### src/rtl/pagewr_pkg.sv
package pagewr_pkg;
  // strobes from control to datapath
  typedef struct packed {
    logic clrBuf;
    logic loadAddr;
    logic storeByte;
    logic scanRst;
    logic scanStep;
    logic commit;
    logic finish;
  } ctrl_t;

  typedef enum logic [1:0] {
    ST_IDLE   = 2'd0,
    ST_WAIT   = 2'd1,
    ST_COMMIT = 2'd2
  } wr_state_e;
endpackage

### src/rtl/pagewr_ctrl.sv
module pagewr_ctrl
  import pagewr_pkg::*;
#(
  parameter int WR_CYCLES = 20
) (
  input  logic  clk,
  input  logic  rstN,
  input  logic  startSeen,
  input  logic  stopSeen,
  input  logic  addrValid,
  input  logic  byteValid,
  input  logic  anyValid,
  input  logic  pageLocked,
  input  logic  scanLast,
  output ctrl_t ctl,
  output logic  busy
);
  localparam int TMR_W = $clog2(WR_CYCLES + 1);
  localparam logic [TMR_W-1:0] TMR_LAST = TMR_W'(WR_CYCLES - 1);

  wr_state_e state, stateNxt;
  logic [TMR_W-1:0] tmr;

  always_comb begin
    ctl = '0;
    stateNxt = state;
    unique case (state)
      ST_IDLE: begin
        if (startSeen) begin
          ctl.clrBuf = 1'b1;
        end else if (stopSeen) begin
          if (anyValid && !pageLocked) stateNxt = ST_WAIT;
          else ctl.clrBuf = 1'b1;
        end else if (addrValid) begin
          ctl.loadAddr = 1'b1;
        end else if (byteValid) begin
          ctl.storeByte = 1'b1;
        end
      end
      ST_WAIT: begin
        if (tmr == TMR_LAST) begin
          stateNxt = ST_COMMIT;
          ctl.scanRst = 1'b1;
        end
      end
      ST_COMMIT: begin
        ctl.commit = 1'b1;
        ctl.scanStep = 1'b1;
        if (scanLast) begin
          ctl.finish = 1'b1;
          stateNxt = ST_IDLE;
        end
      end
      default: stateNxt = ST_IDLE;
    endcase
  end

  always_ff @(posedge clk or negedge rstN) begin
    if (!rstN) begin
      state <= ST_IDLE;
      tmr <= '0;
    end else begin
      state <= stateNxt;
      if (state == ST_WAIT) tmr <= tmr + 1'b1;
      else tmr <= '0;
    end
  end

  assign busy = (state != ST_IDLE);
endmodule

### src/rtl/pagewr_datapath.sv
module pagewr_datapath
  import pagewr_pkg::*;
#(
  parameter int ADDR_W    = 8,
  parameter int PAGE_W    = 3,
  parameter int PROT_MODE = 2
) (
  input  logic              clk,
  input  logic              rstN,
  input  ctrl_t             ctl,
  input  logic [ADDR_W-1:0] addrIn,
  input  logic [7:0]        byteData,
  input  logic              wpIn,
  output logic              anyValid,
  output logic              pageLocked,
  output logic              scanLast,
  output logic              memWe,
  output logic [ADDR_W-1:0] memAddr,
  output logic [7:0]        memData,
  output logic [ADDR_W-1:0] curAddr
);
  localparam int PAGE  = 1 << PAGE_W;
  localparam int ROW_W = ADDR_W - PAGE_W;

  logic [ROW_W-1:0]  rowReg;
  logic [PAGE_W-1:0] ptr;
  logic [PAGE_W-1:0] idx;
  logic [PAGE-1:0]   vld;
  logic [7:0]        slotData [PAGE];

  // one slot per page byte
  for (genvar g = 0; g < PAGE; g++) begin : g_slot
    always_ff @(posedge clk or negedge rstN) begin
      if (!rstN) begin
        vld[g] <= 1'b0;
        slotData[g] <= '0;
      end else if (ctl.clrBuf || ctl.finish) begin
        vld[g] <= 1'b0;
      end else if (ctl.storeByte && ptr == PAGE_W'(g)) begin
        vld[g] <= 1'b1;
        slotData[g] <= byteData;
      end
    end
  end

  always_ff @(posedge clk or negedge rstN) begin
    if (!rstN) begin
      rowReg <= '0;
      ptr <= '0;
      idx <= '0;
      curAddr <= '0;
    end else begin
      if (ctl.loadAddr) begin
        rowReg <= addrIn[ADDR_W-1:PAGE_W];
        ptr <= addrIn[PAGE_W-1:0];
        curAddr <= addrIn;
      end else if (ctl.storeByte) begin
        ptr <= ptr + 1'b1;
      end
      if (ctl.scanRst) idx <= '0;
      else if (ctl.scanStep) idx <= idx + 1'b1;
      if (ctl.finish) curAddr <= {rowReg, ptr};
    end
  end

  if (PROT_MODE == 1) begin : g_protAll
    assign pageLocked = wpIn;
  end else if (PROT_MODE == 2) begin : g_protUpper
    assign pageLocked = wpIn & rowReg[ROW_W-1];
  end else begin : g_protNone
    assign pageLocked = 1'b0;
  end

  assign anyValid = |vld;
  assign scanLast = &idx;
  assign memWe    = ctl.commit & vld[idx];
  assign memAddr  = {rowReg, idx};
  assign memData  = slotData[idx];
endmodule

### src/rtl/eeprom_page_writer.sv
module eeprom_page_writer
  import pagewr_pkg::*;
#(
  parameter int ADDR_W    = 8,
  parameter int PAGE_W    = 3,
  parameter int WR_CYCLES = 20,
  parameter int PROT_MODE = 2
) (
  input  logic              clk,
  input  logic              rstN,
  input  logic              startSeen,
  input  logic              stopSeen,
  input  logic              addrValid,
  input  logic [ADDR_W-1:0] addrIn,
  input  logic              byteValid,
  input  logic [7:0]        byteData,
  input  logic              wpIn,
  output logic              busy,
  output logic              memWe,
  output logic [ADDR_W-1:0] memAddr,
  output logic [7:0]        memData,
  output logic [ADDR_W-1:0] curAddr
);
  ctrl_t ctl;
  logic anyValid, pageLocked, scanLast;

  pagewr_ctrl #(.WR_CYCLES(WR_CYCLES)) u_ctrl (
    .clk(clk), .rstN(rstN), .startSeen(startSeen), .stopSeen(stopSeen),
    .addrValid(addrValid), .byteValid(byteValid), .anyValid(anyValid),
    .pageLocked(pageLocked), .scanLast(scanLast), .ctl(ctl), .busy(busy)
  );

  pagewr_datapath #(.ADDR_W(ADDR_W), .PAGE_W(PAGE_W), .PROT_MODE(PROT_MODE)) u_dp (
    .clk(clk), .rstN(rstN), .ctl(ctl), .addrIn(addrIn), .byteData(byteData),
    .wpIn(wpIn), .anyValid(anyValid), .pageLocked(pageLocked), .scanLast(scanLast),
    .memWe(memWe), .memAddr(memAddr), .memData(memData), .curAddr(curAddr)
  );
endmodule

### config.mk
export PLATFORM = sky130hd
export DESIGN_NAME = eeprom_page_writer
export DESIGN_NICKNAME = d
export VERILOG_FILES = /design/src/rtl/pagewr_pkg.sv /design/src/rtl/pagewr_ctrl.sv /design/src/rtl/pagewr_datapath.sv /design/src/rtl/eeprom_page_writer.sv
export SDC_FILE = /design/constraint.sdc
export NUM_CORES = 1
export LEC_CHECK = 0
export BUFFER_PORTS_ARGS = -buffer_cell sky130_fd_sc_hd__buf_4
export CAP_MARGIN = 20
export CORE_MARGIN = 3
export CORE_UTILIZATION = 50
export DETAILED_ROUTE_END_ITERATION = 7
export PLACE_DENSITY_LB_ADDON = 0.15
export RECOVER_POWER = 25
export SETUP_SLACK_MARGIN = 0.2
export SYNTH_ARGS = -nofsm -noshare
export SYNTH_HDL_FRONTEND = slang
export SYNTH_HIERARCHICAL = 1
export SYNTH_SLANG_ARGS = --single-unit
### constraint.sdc
create_clock -name clk -period 2.7 [get_ports clk]
set_input_delay 0.54 -clock clk [delete_from_list [all_inputs] [get_ports clk]]
set_output_delay 0.54 -clock clk [all_outputs]
set_load 0.1 [all_outputs]
======== Yosys cells after proc, flatten, opt, wreduce, memory -nomap -nowiden ========
Cells that the tools add are included.
cells by class
  mux-type cells .......................... 47
  bitwise operators ....................... 4
  reduce and logical (&&, ||, !) cells .... 36
  equality and inequality tests ........... 15
  $lt $le $gt $ge ......................... 2
  $add $sub $neg .......................... 3
operators by type and width
  operator                                                                      number
  8-bit two-way mux                                                             4
  1-bit two-way mux                                                             26
  8-bit binary-select mux with 3-bit select                                     1
  2-bit nonzero test                                                            12
  3-bit two-way mux                                                             6
  2-bit AND reduction                                                           8
  2-bit two-way mux                                                             7
  3-bit equality test, second input constant                                    4
  1-bit logical AND                                                             9
  8-bit OR reduction                                                            1
  3-bit by 1-bit adder with 3-bit output, second input constant                 2
  3-bit by 2-bit equality test with 1-bit output, second input constant         2
  2-bit inequality test, second input constant                                  3
  2-bit one-hot mux with 3 select lines                                         1
  5-bit by 1-bit adder with 5-bit output, second input constant                 1
  5-bit equality test, second input constant                                    1
  5-bit two-way mux                                                             1
  5-bit AND reduction                                                           1
  4-bit greater-or-equal comparator, second input constant                      1
  3-bit by 4-bit less-than comparator with 1-bit output, second input constant  1
  2-bit by 1-bit inequality test with 1-bit output, second input constant       2
  3-bit inverter with 4-bit output                                              1
  1-bit binary-select mux with 3-bit select                                     1
  3-bit by 1-bit equality test with 1-bit output, second input constant         1
  other kinds (9)                                                               10
storage, ports and cells
  register bits after elaboration ......... 98
  logic and storage cells ................. 129
  output and inout bits ................... 26

======== Depth between registers and ports, before layout ========
Gate-level depths: netlist of run 1.
  depth after elaboration ................. 10
  gate-level depth with buffers ........... 8

======== Modules after synthesis ========
Netlist of run 1, hierarchy kept.
modules (own cells, without submodules)
  module           seq. area each (sq um)  times used  cells each  area each (sq um)
  pagewr_datapath  2277.2                  1           283         4296.6
  pagewr_ctrl      175.2                   1           38          364.1

======== Worst setup path before layout of run 1 ========
No wires, ideal clock.
  path type ............................... register to output
  start point ............................. register u_dp.idx[1]
  end point ............................... output port memWe
  path buffers ............................ 2
  data required time ...................... 2.160 ns
  arrival ................................. 3.926 ns
  stages on the path, launching flop included .. 5
  slack ................................... -1.766 ns
  cell sequence ........................... dfrtp_1 buf_2 buf_2 o31ai_1 a311oi_1
between the ends
  longest elaborated chain between the ends .. 3
RTL lines
  item                                       RTL line                  text
  from (decl)                                pagewr_datapath.sv:27     logic [PAGE_W-1:0] idx;
  from (signal assigned)                     pagewr_datapath.sv:61     else if (ctl.scanStep) idx <= idx + 1'b1;
  1-bit binary-select mux with 3-bit select  pagewr_datapath.sv:76     assign memWe = ctl.commit & vld[idx];
  1-bit two-way mux (implied by the code)    pagewr_datapath.sv:76
  1-bit AND                                  pagewr_datapath.sv:76
  to (decl)                                  eeprom_page_writer.sv:19  output logic memWe,
No other way between the ends. The select of a mux whose other input is x is not followed.

======== Worst setup path after layout of run 1 ========
  start point ............................. register u_dp.idx[0]
  end point ............................... output port memData[2]
between the ends
  longest elaborated chain between the ends .. 4
RTL lines
  item                                                    RTL line                  text
  3-bit inverter with 4-bit output (implied by the code)  pagewr_datapath.sv:78     assign memData = slotData[idx];
  8-bit binary-select mux with 3-bit select               pagewr_datapath.sv:78
  8-bit two-way mux (implied by the code) (2 in series)   pagewr_datapath.sv:78
  to (decl)                                               eeprom_page_writer.sv:21  output logic [7:0] memData,
No other way between the ends. The select of a mux whose other input is x is not followed.

==> results of run 1 <==
==> layout by cell type (no fill, tap or decap), types with 5 or more instances in the layout <==
cell      Yosys  routed
buf_12        0      10
buf_4         2      48
clkbuf_8      0      10
dfrtp_1      98      94
ha_1          9       9
inv_1         6       5
mux2_2       78      70
mux2_4        0       8
mux2i_1      12      12
mux4_2        3      17
nand2_1      20      20
nor2_1       11       9
o21ai_0      13      13
==> how the worst max path moves through the flow <==
| stage | to | slack, ns | depth (start not counted) |
|---|---|---|---|
| 2_1_floorplan | memWe | 0.15 | 5 |
| 3_3_place_gp | u_dp/slotData[12]$_DFFE_PN0P_ | 0.26 | 8 |
| 3_5_place_dp | u_dp/slotData[9]$_DFFE_PN0P_ | 0.19 | 8 |
| 4_1_cts | memData[2] | 0.09 | 5 |
| 5_1_grt | memData[2] | 0.04 | 5 |
| 6_report | memData[2] | 0.11 | 5 |
==> flip-flops by register name, indices dropped and copies added, names as in the netlist <==
signal / cells
u_ctrl/tmr: 5
u_ctrl/state: 2
u_dp/vld: 8
u_dp/rowReg: 5
u_dp/ptr: 3
u_dp/curAddr: 8
u_dp/idx: 3
u_dp/slotData: 64
==> layout make-up <==
cell class	count	area, um^2
fill	687	3270
sequential	98	2460
multi-input combinational	202	2130
timing repair buffer	64	654
clock buffer	10	138
tap	108	135
clock inverter	6	72.6
inverter	6	25.0
==> logic make-up after synthesis <==
family                     after synthesis
muxes                                  107
DFF                                     98
and+or+nand+nor                         59
AOI/OAI and AO/OA                       22
buffers and inverters                   21
adders and majority gates                9
xor gates and xnor gates                 5
==> metrics by stage <==
stage	instance area [um^2]	setup WS, ns
floorplan	4740	0.152
global placement	5250	0.264
detailed placement	5250	0.193
CTS	5610	0.0922
global route	5620	0.0436
finish	5620	0.113
==> critical path, stage by stage (launching register included) <==
cell,delay [ns]
dfrtp_4,0.53
buf_6,0.14
buf_16,0.14
mux4_2,0.42
mux2_4,0.29
buf_12,0.17
==> what timing repair did <==
item                                    4_1_cts  5_1_grt
hold buffers                                  0        0
buffers inserted                              4        0
resized for setup                            45        3
gates cloned                                  2        0
endpoints found under the setup margin        9       73
==> power by group through the flow <==
| stage | clock network, uW | logic, uW | registers (uW) |
|---|---|---|---|
| 2_1_floorplan | 0 | 396 | 2070 |
| 3_3_place_gp | 0 | 992 | 1710 |
| 3_5_place_dp | 0 | 1000 | 1720 |
| 4_1_cts | 1010 | 1050 | 1690 |
| 5_1_grt | 1070 | 1100 | 1720 |
| 6_report | 984 | 1040 | 1690 |
==> routing by layer <==
metal | vias to the layer above | track usage
met3 | 8 | 0.0399
met1 | 1482 | 0.291
met5 | - | 0
li1 | 1286 | -
met2 | 45 | 0.289
met4 | 0 | 0.0454
==> flow_summary_export.csv, run 1 <==
group,metric,value,unit
status,outcome,"finished clean",
timing,slew_violations,0,
global_route,grt_pass1_vias,2861,
synth,yosysTopAreaCell,"dfrtp_1",
drt,routed_via_density,5.71,
synth,synth-xor-area-share,0.00940,
clocking,cts_tree,"built",
drt,ant_nets,0,
timing,maxSlewHeadroom,0.281,
setup_path,required,2.16,ns
pwr,ir_drop,0.000437,V
synth,syn-cell-area,4660,um^2
pwr,p_leak,0.00267,uW
job,cap_violations,0,
synth,yosysUniqueCellTypes,36,
timing,tns,0,ns
clocking,cts-root-buf,"clkbuf_8",
floorplan,die_w,103,um
layout,final_layout_size_suffix_gt1_frac,0.510,
setup_path,path_class,"reg -> out",
synth,synth_edf_count,0,
setup_path,rrSetupSlack,0.28,ns
timing,tightest_slew,1.08,ns
floorplan,num_rows,34,
setup_path,cp-end-kind,"output port",
synth,avgSynthCellArea,14.5,um^2
setup_path,critPathLaunchType,"flip-flop",
drt,num_vias,2821,
floorplan,io_pins,49,
synth,synthAdderAreaFrac,0.0242,
drt,wl_per_cell,18.9,um
synth,syn_inst,321,
drt,drc,0,
clocking,path_clk_slew,0.10,ns
layout,final_cell_count_no_fill,494,
synth,muxShareOfSynthArea,0.308,
setup_path,cp.arrival,2.05,ns
setup_path,r2r-end,"u_dp/slotData[33]$_DFFE_PN0P_",
synth,synthSimpleGateAreaFrac,0.0816,
floorplan,die_area,10500,um^2
placement,gp_congestion,0.712,
synth,ys_top_cells_by_count,"98 x dfrtp_1, 78 x mux2_2, 20 x nand2_1",
drt,routedLengthMet1,4.57,mm
setup_path,cp_max_fo,8,
clocking,htree_num_levels,3,
synth,yosysWarnings,6,
floorplan,die_y,103,um
synth,synthTopCellsByArea,"dfrtp_1 53%, mux2_2 19%, mux4_1 7.9%",
pwr,power.internal,2390,uW
pwr,power.total,3720,uW
global_route,grt.overflow.total,0,
synth,ys_seq_area_frac,0.526,
setup_path,critPathLaunch,"u_dp/idx[0]$_DFFE_PN0P_",
timing,fin_hold_ws,0.363,ns
synth,yosysMostFrequentCell,"dfrtp_1",
setup_path,regToRegStartpoint,"u_dp/idx[0]$_DFFE_PN0P_",
timing,finalHoldViolations,0,
pwr,p_per_area,662,nW/um^2
global_route,grt_first_pass_wirelength,15.4,mm
placement,dp.cells,472,
placement,dp_hpwl,5.70,mm
layout,num_antenna_cells,0,
floorplan,start_util,0.524,
timing,period_share,0.958,
synth,synth-compound-area-share,0.0274,
global_route,grt_max_degree,58,
pwr,pwr-share-seq,0.455,
layout,nets,413,
floorplan,core_area,8890,um^2
placement,numPortBuffers,48,
drt,highest_layer,"met4",
clocking,clk_latency,0.36,ns
drt,met3_length,342,um
timing,rsz0062_at_grt,"yes",
drt,route.met2.wl,4.34,mm
drt,firstDrtPassIters,4,
timing,finalSetupViolCount,0,
synth,synth-seq-cells,98,
clocking,clk_path_buf_depth,2,
drt,routed_wl,9.33,mm
pwr,switching_share,0.358,
timing,clock_skew,0.0139,ns
synth,ys.flop_type,"dfrtp_1",
setup_path,r2r_cells,7,
clocking,numClockSinks,98,
timing,fmax,387,MHz
synth,synth_nets,353,
timing,period_minus_slack,2.59,ns
drt,drt-initial-drc-count,85,
pwr,p_comb_frac,0.280,
global_route,grtUsageTotal,0.193,
synth,async_reset_ff_frac,1.00,
pwr,switching_power,1330,uW
synth,synth_top_family_by_area,"multiplexers",
global_route,antenna_found_initial,0,
layout,final_util,0.632,
pwr,p_clk_frac,0.264,
synth,synth_top_cell_area_share,0.526,
clocking,cts_made_buffers,9,
hold_path,min_path_type,"in -> async",
layout,syn_to_final_growth,20.6,%
(Power assumes the default switching activity.)
==> inputs of run 2 (changes only) <==
--- a/config.mk
+++ b/config.mk
@@ -10,6 +10,7 @@
 export CORE_MARGIN = 3
 export CORE_UTILIZATION = 50
 export DETAILED_ROUTE_END_ITERATION = 7
+export GPL_ROUTABILITY_DRIVEN = 1
 export PLACE_DENSITY_LB_ADDON = 0.15
 export RECOVER_POWER = 25
 export SETUP_SLACK_MARGIN = 0.2
==> constraint.sdc (replaced) <==
create_clock -name clk -period 2.7 [get_ports clk]
set_input_delay 0.54 -clock clk [delete_from_list [all_inputs] [get_ports clk]]
set_output_delay 0.54 -clock clk [all_outputs]
set_load 0.02 [all_outputs]
==> run 2 against run 1 <==
Effect of this change:
- non-clock buffer count up 5
- combinational power is 42% lower
- largest power group unchanged
- die area is the same
- critical endpoint is now memData[5]
- final cell count up 1.0%
- register-to-register slack improved by 0.13 ns
- utilization down 0.89 points
- hold slack worse by 0.016 ns
- cell area fell by 1.4%
- routed wire length rose by 0.60%
- sequential power is essentially flat
- first-iteration DRC count decreased by 19%
- count of clock-buffer cells in the layout increased by 1
==> flow_summary_export.csv, run 2 (synthesis results as in run 1) <==
group,metric,value,unit
status,outcome,"finished clean",
setup_path,path_cells,"buf_6 -> buf_16 -> mux4_2 -> mux2_4 -> buf_6",
layout,final_layout_size_suffix_gt1_frac,0.483,
layout,nets,418,
setup_path,cp-end-kind,"output port",
setup_path,r2r_cells,7,
layout,largest_reg_flops,64,
clocking,cts-root-buf,"clkbuf_8",
global_route,grt_first_pass_wirelength,15.5,mm
clocking,htree_num_levels,3,
global_route,grt_pass1_vias,2850,
floorplan,die_w,103,um
timing,clock_skew,0.0128,ns
pwr,p_leak,0.00269,uW
layout,layout_common_cells,"97 x dfrtp_1, 70 x mux2_2, 53 x buf_4",
drt,ant_nets,0,
timing,finalSetupViolCount,0,
timing,maxSlewHeadroom,0.296,
drt,routed_via_density,5.70,
setup_path,required,2.16,ns
timing,finalHoldViolations,0,
setup_path,path_class,"reg -> out",
layout,largestRegisters,"u_dp/slotData (64), u_dp/curAddr (8), u_dp/vld (8)",
clocking,path_clk_slew,0.09,ns
setup_path,cp_max_fo,5,
global_route,grt_max_degree,43,
setup_path,slowest_stage,"mux4_2",
setup_path,cp_common_cell,"buf_6",
floorplan,start_util,0.524,
floorplan,core_area,8890,um^2
setup_path,critPathLaunchType,"flip-flop",
drt,firstDrtPassIters,4,
layout,syn_to_final_growth,19.0,%
timing,fmax,394,MHz
placement,numPortBuffers,48,
drt,routed_wl,9.39,mm
setup_path,r2r-end,"u_dp/slotData[32]$_DFFE_PN0P_",
clocking,numClockSinks,98,
global_route,grtUsageTotal,0.195,
placement,place_ws,0.220,ns
timing,rsz0062_at_grt,"yes",
timing,period_minus_slack,2.54,ns
drt,drc,0,
job,cap_violations,0,
timing,slew_violations,0,
floorplan,die_area,10500,um^2
pwr,p_per_area,587,nW/um^2
floorplan,io_pins,49,
timing,worst_slack,0.164,ns
drt,wl_per_cell,18.8,um
global_route,grt.overflow.total,0,
setup_path,rrSetupSlack,0.41,ns
drt,num_vias,2843,
timing,period_share,0.939,
global_route,antenna_found_initial,0,
floorplan,num_rows,34,
pwr,ir_drop,0.000294,V
layout,num_antenna_cells,0,
timing,tns,0,ns
pwr,power.total,3250,uW
placement,dp_hpwl,5.94,mm
layout,final_common_cell,"dfrtp_1",
hold_path,min_path_type,"in -> async",
setup_path,slowest_delay,0.53,ns
clocking,clk_latency,0.36,ns
placement,gp_congestion,0.714,
layout,top_register,"u_dp/slotData",
clocking,cts_made_buffers,9,
timing,tightest_slew,1.06,ns
clocking,cts_tree,"built",
timing,fin_hold_ws,0.348,ns
setup_path,regToRegStartpoint,"u_dp/idx[0]$_DFFE_PN0P_",
clocking,clk_path_buf_depth,2,
floorplan,die_y,103,um
setup_path,cp.arrival,2.00,ns
drt,drt-initial-drc-count,69,
==> run 2: changes by cell type in the layout (fill, tap and decap cells not counted), sizes merged <==
cell,previous run,this run
clkinv,2,1
clkbuf,11,13
clkinvlp,1,2
inv,8,7
buf,63,67
==> run 2: area by class of cell <==
| type | instances | area (um^2) |
|---|---|---|
| clock buffer | 11 | 141 |
| clock inverter | 5 | 62.6 |
| fill | 700 | 3350 |
| inverter | 6 | 22.5 |
| multi-input combinational | 202 | 2120 |
| sequential | 98 | 2450 |
| tap | 108 | 135 |
| timing repair buffer | 69 | 607 |
==> run 2: worst max-delay path by stage <==
stage | from | end | slack [ns] | cells after the start
after global routing | u_dp/idx[0]$_DFFE_PN0P_ | memData[5] | 0.10 | 5
after detailed placement | wpIn | u_dp/slotData[8]$_DFFE_PN0P_ | 0.22 | 8
after CTS | u_dp/idx[0]$_DFFE_PN0P_ | memData[5] | 0.16 | 5
after floorplan | u_dp/idx[0]$_DFFE_PN0P_ | memData[0] | 0.50 | 4
final | u_dp/idx[0]$_DFFE_PN0P_ | memData[5] | 0.16 | 5
after global placement | wpIn | u_dp/slotData[11]$_DFFE_PN0P_ | 0.25 | 8
==> run 2: power breakdown <==
group / switching, uW / leakage (uW) / internal (uW)
clock: 503 / 0.0000962 / 459
combinational: 297 / 0.00127 / 303
sequential: 97.1 / 0.00133 / 1600
total: 897 / 0.00269 / 2360
==> run 2: per-layer routing <==
metal / GRT usage / vias to the layer above / routed length (um)
met3: 0.0325 / 10 / 266
met5: 0 / - / 0
li1: - / 1303 / -
met2: 0.305 / 43 / 4560
met4: 0.0616 / 0 / 112
met1: 0.281 / 1487 / 4440
==> run 2: what timing repair did <==
action | 4_1_cts | 5_1_grt
gates cloned | 2 | 0
setup buffers | 3 | 0
hold buffers | 0 | 0
setup endpoints to repair | 8 | 53
resized for setup | 30 | 2
==> run 2: stage by stage <==
stage | instances | instance area, um^2 | utilization
floorplan | 321 | 4660 | -
detailed placement | 478 | 5240 | 0.589
CTS | 499 | 5560 | 0.625
global placement | 478 | 5240 | 0.589
global route | 499 | 5540 | 0.624
finish | 499 | 5540 | 0.624
==> run 2: worst max-delay path: cells and delay by family (launching register included) <==
family | cells | cell delay (ns)
mux | 2 | 0.81
buf+inv | 3 | 0.39
flops | 1 | 0.45
==> inputs of run 3 (changes only) <==
--- a/config.mk
+++ b/config.mk
@@ -9,8 +9,10 @@
 export CAP_MARGIN = 20
 export CORE_MARGIN = 3
 export CORE_UTILIZATION = 50
+export CTS_CLUSTER_SIZE = 24
 export DETAILED_ROUTE_END_ITERATION = 7
 export GPL_ROUTABILITY_DRIVEN = 1
+export GPL_TIMING_DRIVEN = 0
 export PLACE_DENSITY_LB_ADDON = 0.15
 export RECOVER_POWER = 25
 export SETUP_SLACK_MARGIN = 0.2
==> run 3 against run 2 <==
Effect of this change:
- largest power group unchanged
- the flow now finishes with violations (capacitance limit, slew limit)
- critical path depth did not move
- sequential power hardly changed
- power grew 1.6%
- largest cell class unchanged
- highest routed layer unchanged
- combinational power about the same
==> flow_summary_export.csv, run 3 (synthesis results as in run 1) <==
group,metric,value,unit
status,outcome,"finished with violations",
status,violations,"capacitance limit, slew limit",
setup_path,path_class,"reg -> out",
drt,drc,0,
timing,finalSetupViolCount,0,
pwr,p_per_area,596,nW/um^2
pwr,power.total,3310,uW
hold_path,min_path_type,"in -> reg",
floorplan,num_rows,34,
layout,syn_to_final_growth,19.1,%
setup_path,critPathLaunch,"u_dp/idx[0]$_DFFE_PN0P_",
timing,maxSlewHeadroom,-0.0115,
clocking,cts_made_buffers,9,
drt,num_vias,2827,
layout,final_common_cell,"dfrtp_1",
placement,dp.cells,478,
layout,final_layout_size_suffix_gt1_frac,0.478,
layout,largestRegisters,"u_dp/slotData (64), u_dp/curAddr (8), u_dp/vld (8)",
floorplan,die_area,10500,um^2
layout,largest_reg_flops,64,
floorplan,die_w,103,um
layout,final_cell_count_no_fill,501,
global_route,grt.overflow.total,0,
timing,slew_violations,27,
floorplan,core_area,8890,um^2
placement,place_ws,0.0995,ns
floorplan,die_y,103,um
clocking,holdBufCountCts,0,
floorplan,start_util,0.524,
timing,clock_skew,0.0101,ns
clocking,clk_path_buf_depth,2,
timing,tns,0,ns
clocking,htree_num_levels,3,
floorplan,io_pins,49,
setup_path,cp.arrival,1.95,ns
timing,rsz0062_at_grt,"yes",
placement,gp_congestion,0.732,
clocking,cts_tree,"built",
timing,tightest_slew,1.52,ns
pwr,p_leak,0.00270,uW
timing,period_minus_slack,2.49,ns
clocking,cts-root-buf,"clkbuf_8",
global_route,antenna_found_initial,0,
setup_path,regToRegStartpoint,"u_ctrl/state[0]$_DFFE_PN0P_",
layout,num_antenna_cells,0,
setup_path,cp-end-kind,"output port",
setup_path,cp_max_fo,8,
global_route,grt_first_pass_wirelength,15.6,mm
drt,routed_via_density,5.64,
layout,final_util,0.624,
timing,finalHoldViolations,0,
global_route,grt_pass1_vias,2944,
clocking,clk_latency,0.35,ns
drt,firstDrtPassIters,4,
global_route,grtUsageTotal,0.197,
clocking,path_clk_slew,0.09,ns
setup_path,critPathLaunchType,"flip-flop",
placement,numPortBuffers,48,
timing,fmax,402,MHz
timing,period_share,0.922,
pwr,ir_drop,0.000349,V
global_route,grt_max_degree,73,
hold_path,hold_start,"addrIn[2]",
layout,layout_common_cells,"97 x dfrtp_1, 73 x mux2_2, 44 x buf_4",
layout,top_register,"u_dp/slotData",
drt,wl_per_cell,19.0,um
drt,routed_wl,9.54,mm
drt,drt-initial-drc-count,152,
clocking,numClockSinks,98,
job,cap_violations,1,
layout,nets,421,
drt,ant_nets,0,
placement,dp_hpwl,6.07,mm
setup_path,required,2.16,ns
timing,worst_slack,0.211,ns
-- run 3: changes by cell type in the layout (fill, tap and decap cells not counted), sizes merged --
cell      previous run  this run
clkinv               1         2
clkinvlp             2         1
buf                 67        69
clkbuf              13        12
bufinv               1         2
-- run 3: final cells by class --
type                            count  area (um^2)
Inverter                            6         22.5
Fill cell                         684         3340
Buffer                             15          119
Clock buffer                        9          124
Timing Repair Buffer               57          532
Tap cell                          108          135
Clock inverter                      6         90.1
Multi-Input combinational cell    202         2070
Sequential cell                    98         2450
-- run 3: what timing repair did --
action                     CTS  global route
resized for setup           36             4
setup endpoints to repair   28            18
pin swaps                    3             1
buffers inserted             7             1
-- run 3: layer usage --
metal,vias to the layer above,part of all wire,GRT usage,wire [um]
li1,1309,-,-,-
met2,48,0.49,0.308,4640
met3,9,0.027,0.0264,254
met1,1461,0.47,0.285,4500
met5,-,0,0,0
met4,0,0.015,0.0696,139
-- run 3: path summary, 6_finish.rpt --
kind                                                      end  slack, ns  cells after the start
min in group asynchronous             u_ctrl/tmr[4]$_DFF_PN0_       0.54                      1
worst min register to register        u_ctrl/tmr[0]$_DFF_PN0_       0.46                      1
worst max-delay path                               memData[1]       0.21                      5
worst max register to register  u_dp/slotData[50]$_DFFE_PN0P_       0.28                      7
worst min-delay path                  u_dp/ptr[2]$_DFFE_PN0P_       0.41                      3
max in group asynchronous       u_dp/slotData[57]$_DFFE_PN0P_       1.15                      2
-- run 3: stage by stage --
| step | hold slack (ns) | instance area (um^2) |
|---|---|---|
| finish | 0.406 | 5550 |
| global route | 0.415 | 5550 |
| CTS | 0.0907 | 5520 |
| detailed placement | 0.453 | 5180 |
| global placement | 0.445 | 5160 |
| floorplan | 0.244 | 4660 |
-- run 3: report_power, final --
group | switching (uW) | leakage (uW) | internal, uW
logic | 294 | 0.00127 | 303
clock network | 498 | 0.000106 | 520
registers | 97.5 | 0.00133 | 1600
-- run 3: worst max-delay path, cell delays in order, from the launching register on --
cell     delay [ns]
dfrtp_1        0.41
buf_12         0.14
buf_12         0.14
mux4_2         0.50
mux2_4         0.28
buf_6          0.13
